### src/rtl/irq_mask_pkg.sv
package irq_mask_pkg;
  localparam int unsigned DEF_NUM_SRC     = 8;
  localparam int unsigned DEF_LVL_W       = 2;
  localparam int unsigned DEF_STACK_DEPTH = 4;

  typedef enum logic [1:0] {
    STK_HOLD = 2'd0,
    STK_PUSH = 2'd1,
    STK_PULL = 2'd2
  } stk_op_e;
endpackage

### src/rtl/irq_lvl_regs.sv
module irq_lvl_regs #(
  parameter int unsigned NUM_SRC = 8,
  parameter int unsigned LVL_W   = 2,
  localparam int unsigned IDX_W  = (NUM_SRC > 1) ? $clog2(NUM_SRC) : 1
) (
  input  logic                            clk_i,
  input  logic                            rst_ni,
  input  logic                            wr_i,
  input  logic [IDX_W-1:0]                wr_idx_i,
  input  logic [LVL_W-1:0]                wr_data_i,
  output logic [NUM_SRC-1:0][LVL_W-1:0]   lvl_o
);
  for (genvar s = 0; s < NUM_SRC; s++) begin : g_lvl
    logic hit;
    assign hit = wr_i && (wr_idx_i == IDX_W'(s));
    always_ff @(posedge clk_i or negedge rst_ni) begin
      if (!rst_ni)  lvl_o[s] <= '0;
      else if (hit) lvl_o[s] <= wr_data_i;
    end
  end
endmodule

### src/rtl/irq_prio_sel.sv
module irq_prio_sel #(
  parameter int unsigned NUM_SRC = 8,
  parameter int unsigned LVL_W   = 2,
  localparam int unsigned IDX_W  = (NUM_SRC > 1) ? $clog2(NUM_SRC) : 1
) (
  input  logic                            enable_i,
  input  logic [NUM_SRC-1:0]              req_i,
  input  logic [NUM_SRC-1:0][LVL_W-1:0]   lvl_i,
  input  logic [LVL_W-1:0]                mask_i,
  output logic                            valid_o,
  output logic [IDX_W-1:0]                idx_o,
  output logic [LVL_W-1:0]                lvl_o
);
  logic [NUM_SRC-1:0] elig;

  for (genvar s = 0; s < NUM_SRC; s++) begin : g_elig
    assign elig[s] = req_i[s] && (!enable_i || (lvl_i[s] >= mask_i));
  end

  // downward scan with >= lets the lowest index win a tie
  always_comb begin
    valid_o = 1'b0;
    idx_o   = '0;
    lvl_o   = '0;
    for (int i = NUM_SRC - 1; i >= 0; i--) begin
      if (elig[i] && (!valid_o || (lvl_i[i] >= lvl_o))) begin
        valid_o = 1'b1;
        idx_o   = IDX_W'(i);
        lvl_o   = lvl_i[i];
      end
    end
  end
endmodule

### src/rtl/irq_mask_stack.sv
module irq_mask_stack
  import irq_mask_pkg::*;
#(
  parameter int unsigned DEPTH  = 4,
  parameter int unsigned LVL_W  = 2,
  localparam int unsigned CNT_W = $clog2(DEPTH + 1)
) (
  input  logic             clk_i,
  input  logic             rst_ni,
  input  stk_op_e          op_i,
  input  logic [LVL_W-1:0] push_data_i,
  output logic [LVL_W-1:0] top_o,
  output logic             full_o,
  output logic             empty_o
);
  logic [DEPTH-1:0][LVL_W-1:0] ent_q;
  logic [CNT_W-1:0]            cnt_q;

  for (genvar k = 0; k < DEPTH; k++) begin : g_ent
    logic [LVL_W-1:0] from_up, from_dn;
    if (k == 0) begin : g_head
      assign from_up = push_data_i;
    end else begin : g_mid
      assign from_up = ent_q[k-1];
    end
    if (k == DEPTH - 1) begin : g_tail
      assign from_dn = '0;
    end else begin : g_body
      assign from_dn = ent_q[k+1];
    end
    always_ff @(posedge clk_i or negedge rst_ni) begin
      if (!rst_ni) begin
        ent_q[k] <= '0;
      end else begin
        unique case (op_i)
          STK_PUSH: ent_q[k] <= from_up;
          STK_PULL: if (cnt_q != '0) ent_q[k] <= from_dn;
          default:  ;
        endcase
      end
    end
  end

  always_ff @(posedge clk_i or negedge rst_ni) begin
    if (!rst_ni) begin
      cnt_q <= '0;
    end else begin
      unique case (op_i)
        STK_PUSH: if (cnt_q != CNT_W'(DEPTH)) cnt_q <= cnt_q + 1'b1;
        STK_PULL: if (cnt_q != '0)            cnt_q <= cnt_q - 1'b1;
        default:  ;
      endcase
    end
  end

  assign top_o   = ent_q[0];
  assign full_o  = (cnt_q == CNT_W'(DEPTH));
  assign empty_o = (cnt_q == '0);
endmodule

### src/rtl/irq_mask_ctrl.sv
module irq_mask_ctrl
  import irq_mask_pkg::*;
#(
  parameter int unsigned NUM_SRC     = DEF_NUM_SRC,
  parameter int unsigned LVL_W       = DEF_LVL_W,
  parameter int unsigned STACK_DEPTH = DEF_STACK_DEPTH,
  localparam int unsigned IDX_W      = (NUM_SRC > 1) ? $clog2(NUM_SRC) : 1
) (
  input  logic               clk_i,
  input  logic               rst_ni,
  input  logic               enable_i,
  input  logic [NUM_SRC-1:0] req_i,
  input  logic               lvl_wr_i,
  input  logic [IDX_W-1:0]   lvl_wr_idx_i,
  input  logic [LVL_W-1:0]   lvl_wr_data_i,
  input  logic               ack_i,
  input  logic               pull_i,
  output logic               irq_valid_o,
  output logic [IDX_W-1:0]   irq_idx_o,
  output logic [LVL_W-1:0]   irq_lvl_o,
  output logic [LVL_W-1:0]   mask_o,
  output logic               stack_full_o,
  output logic               stack_empty_o
);
  logic [NUM_SRC-1:0][LVL_W-1:0] src_lvl;
  logic [LVL_W-1:0]              mask_q, stk_top;
  logic                          ack_ok, pull_ok;
  stk_op_e                       stk_op;

  irq_lvl_regs #(.NUM_SRC(NUM_SRC), .LVL_W(LVL_W)) u_lvl (
    .clk_i     (clk_i),
    .rst_ni    (rst_ni),
    .wr_i      (lvl_wr_i),
    .wr_idx_i  (lvl_wr_idx_i),
    .wr_data_i (lvl_wr_data_i),
    .lvl_o     (src_lvl)
  );

  irq_prio_sel #(.NUM_SRC(NUM_SRC), .LVL_W(LVL_W)) u_sel (
    .enable_i (enable_i),
    .req_i    (req_i),
    .lvl_i    (src_lvl),
    .mask_i   (mask_q),
    .valid_o  (irq_valid_o),
    .idx_o    (irq_idx_o),
    .lvl_o    (irq_lvl_o)
  );

  // acknowledge outranks pull in the same cycle
  assign ack_ok  = enable_i && ack_i && irq_valid_o;
  assign pull_ok = enable_i && pull_i && !ack_ok && !stack_empty_o;

  always_comb begin
    if (ack_ok)       stk_op = STK_PUSH;
    else if (pull_ok) stk_op = STK_PULL;
    else              stk_op = STK_HOLD;
  end

  irq_mask_stack #(.DEPTH(STACK_DEPTH), .LVL_W(LVL_W)) u_stk (
    .clk_i       (clk_i),
    .rst_ni      (rst_ni),
    .op_i        (stk_op),
    .push_data_i (mask_q),
    .top_o       (stk_top),
    .full_o      (stack_full_o),
    .empty_o     (stack_empty_o)
  );

  always_ff @(posedge clk_i or negedge rst_ni) begin
    if (!rst_ni)      mask_q <= '0;
    else if (ack_ok)  mask_q <= irq_lvl_o;
    else if (pull_ok) mask_q <= stk_top;
  end

  assign mask_o = mask_q;
endmodule

### config.mk
export PLATFORM = sky130hd
export DESIGN_NAME = irq_mask_ctrl
export DESIGN_NICKNAME = d
export VERILOG_FILES = /design/src/rtl/irq_mask_pkg.sv /design/src/rtl/irq_lvl_regs.sv /design/src/rtl/irq_prio_sel.sv /design/src/rtl/irq_mask_stack.sv /design/src/rtl/irq_mask_ctrl.sv
export SDC_FILE = /design/constraint.sdc
export NUM_CORES = 1
export LEC_CHECK = 0
export BUFFER_PORTS_ARGS = -buffer_cell sky130_fd_sc_hd__clkbuf_2
export CELL_PAD_IN_SITES_DETAIL_PLACEMENT = 0
export CELL_PAD_IN_SITES_GLOBAL_PLACEMENT = 1
export CORE_UTILIZATION = 41
export CTS_CLUSTER_SIZE = 10
export DETAILED_ROUTE_END_ITERATION = 10
export GPL_TIMING_DRIVEN = 0
export PLACE_DENSITY = 0.85
export SLEW_MARGIN = 20
export SYNTH_ARGS = -nofsm -noshare
export SYNTH_HDL_FRONTEND = slang
export SYNTH_SLANG_ARGS = --single-unit
### constraint.sdc
create_clock -name clk_i -period 8.3 [get_ports clk_i]
set_clock_uncertainty 0.05 [all_clocks]
set_input_delay 0 -clock clk_i [delete_from_list [all_inputs] [get_ports clk_i]]
set_output_delay 0 -clock clk_i [all_outputs]
set_load 0.02 [all_outputs]
==> flow_summary.toml <==
[yosys]
synth-seq-cells = 29
netlist.area_leader.share_pct = 29.2
yosysWarnings = 0
synth_edf_count = 0
synthArstFlopShare_pct = 100
ys_types = 57
ys_seq_area_share_pct = 29.2
avgSynthCellArea_um2 = 9.06
yosysTopAreaCell = "dfrtp_1"
syn_inst = 274
ys_dominant_reg_cell = "dfrtp_1"
syn-cell-area_mm2 = 0.00248
synthTopCellsByArea = "dfrtp_1 29%, ha_1 15%, nand2_1 6.4%"
synth_nets = 324

[layout]
insertedDiodeCount = 0
n_fill_cell = 496
layout.nets = 395
drive_above_1_share_pct = 43.6
layout_common_cells = "40 x nand2_1, 37 x buf_4, 26 x dfrtp_1"
fin_area_mm2 = 0.00351
syn_to_final_growth_pct = 41.5
final_common_cell = "nand2_1"

[clocking]
clk_latency_ps = 280
root_buffer = "clkbuf_8"
tritoncts.num_buffers = 5
cts_sinks = 29
htreeDepth = 2
cts.clk_slew.worst_paths_ps = 60
cts_tree = "yes"
clk_path_buf_depth = 2

[route]
ant_nets = 0
via_per_inst = 5.44
remaining_drc_errors = 0
first_pass_iters = 4
vias = 2274
drt_iter0_markers = 77
wirelength_um = 6570
wl_per_cell_um = 15.7

[sta]
hold_violations = 0
worst_pin_slew_ps = 784
slew_headroom_pct = 47.4
period_minus_slack_ps = 8660
rsz0062_at_grt = "true"
setup_slack_ps = -355
finalCritPeriodShare_pct = 104
final_max_slew_viol_count = 0
fmax_mhz = 116
setup_violations = 7

[worst_setup_path]
cp.required_ps = 8250
cp_slowest_cell = "dfrtp_2"
crit_fanout = 5
slowest_delay_ps = 410
critPathArrivalTime_ps = 8610
critPathLaunchType = "flip-flop"
r2r_slack_ps = -230
crit_family = "compound AO/OA/AOI/OAI gates"
endpoint_kind = "primary output"
worst-path-buf-inv = 5
crit_type = "reg -> out"

[global_route]
grt_pass1_vias = 2160
gr-total-overflow = 0
antenna_found_initial = 0
grt_pass1_wl_um = 10500
grt_max_degree = 30
grt_usage_pct = 21.9

[outcome]
outcome = "finished with violations"
violations = "setup timing"

[power_and_ir_drop]
p_leak_nw = 1.62
pwr-share-seq_pct = 13.6
p_sw_uw = 725
p_int_uw = 950
power_density_mw_per_mm2 = 477
pwr-share-clk_pct = 6.6
switching_share_pct = 43.3
peakVddDrop_mv = 0.242
p_comb_share_pct = 79.8

[die]
core_area_mm2 = 0.00568
chipHeight_um = 79.8
start_util_pct = 43.7
num_rows = 27
fp.dieW_um = 79.8
dieArea_mm2 = 0.00637
pin_count = 29

[min_path]
hp-class = "in -> reg"

[place]
gp_congestion = 0.796
dp_slack_ps = -1140
dpl-instance-area_mm2 = 0.00289
hpwl_um = 4340
port-buffer-count = 27

[run]
cap_violations = 0
metrics by stage:
stage	hold slack (ps)	cells	power [mW]	utilization, %	TNS (ps)
CTS	12.5	409	1.50	59.0	-2490
floorplan	-346	274	0.901	-	-508
finish	22.8	418	1.68	61.9	-1730
global route	30.4	418	1.80	61.9	-4540
global placement	40.7	373	1.07	51.0	-6070
detailed placement	40.3	373	1.09	51.0	-6880
Yosys cell counts (all sizes together) (2+ instances only):
cell     number
nand2        42
ha           30
o2bb2ai       4
a21o          5
nand4b        3
a22o          2
mux2         12
buf           3
inv          20
nor3b         2
a22oi         9
nand2b       17
o22ai         3
o31ai         4
dfrtp        29
a211o         2
o211ai        2
nor2b         4
nand3         7
o21a          5
a21oi        12
nor3          4
a31oi         4
nor2         13
and2          4
a221oi        3
o21ai        13
a211oi        2
sequential cells by signal, summed over array words and instances (netlist names):
signal	cells
mask_o	2
u_lvl.lvl_o	16
u_stk.cnt_q	3
u_stk.g_ent.from_dn	6
u_stk.top_o	2
cell type report:
type | instances | area (um^2) | area share, %
multi-input combinational | 221 | 2040 | 58.1
sequential | 29 | 729 | 20.8
timing repair buffer | 65 | 467 | 13.3
tap | 72 | 90.1 | 2.57
inverter | 21 | 86.3 | 2.46
clock buffer | 6 | 72.6 | 2.07
buffer | 2 | 16.3 | 0.463
clock inverter | 2 | 10.0 | 0.285
repair_timing:
item,4_1_cts,5_1_grt
endpoints found under the hold margin,29,0
gates cloned,0,0
hold buffers,1,0
resized for setup,29,23
setup endpoints to repair,7,7
setup buffers,27,10
pin swaps,23,23
worst register-to-register path, delay by kind of cell (launching register included):
| kind | cells | cell delay [ps] |
|---|---|---|
| flops | 1 | 410 |
| fa+ha+maj | 8 | 1900 |
| compound gates | 28 | 4400 |
| simple gates | 10 | 1210 |
| buf+inv | 5 | 420 |
power by group through the flow:
stage / Sequential [mW] / Combinational [mW] / Clock [mW]
after floorplan: 0.225 / 0.677 / 0
after global placement: 0.235 / 0.834 / 0
after detailed placement: 0.236 / 0.855 / 0
after CTS: 0.228 / 1.16 / 0.113
after global routing: 0.234 / 1.44 / 0.121
final: 0.228 / 1.34 / 0.111
worst paths after layout:
check | endpoint | depth (start not counted) | start
setup / recovery | irq_lvl_o[0] | 49 | mask_o[1]$_DFFE_PN0P_
max in group asynchronous | mask_o[0]$_DFFE_PN0P_ | 2 | rst_ni
setup reg to reg | mask_o[1]$_DFFE_PN0P_ | 51 | mask_o[1]$_DFFE_PN0P_
hold / removal | u_lvl.lvl_o[1]$_DFFE_PN0P_ | 3 | lvl_wr_data_i[1]
min in group asynchronous | mask_o[1]$_DFFE_PN0P_ | 2 | rst_ni
hold reg to reg | u_stk.g_ent[1].from_dn[1]$_DFFE_PN0P_ | 2 | u_stk.g_ent[2].from_dn[1]$_DFFE_PN0P_
logic make-up (layout without fill, tap and decap cells):
kind of cell               count (synthesis)  count (layout)  share of synthesized area, %
AOI/OAI and AO/OA                         77              77                          23.8
adders and majority gates                 31              31                          15.9
buffers and inverters                     24              96                          4.13
DFF                                       29              29                          29.2
muxes                                     12              12                          5.44
and+or+nand+nor                          101             101                          21.5
layer usage:
metal	global-route usage, %	share of wire (%)	up-vias
met5	0	0	-
met4	5.89	0.96	0
met3	3.54	2.0	6
met2	36.2	48	33
met1	29.5	49	1091
li1	-	-	1144
Note: power is estimated with default switching activity, not from simulation.
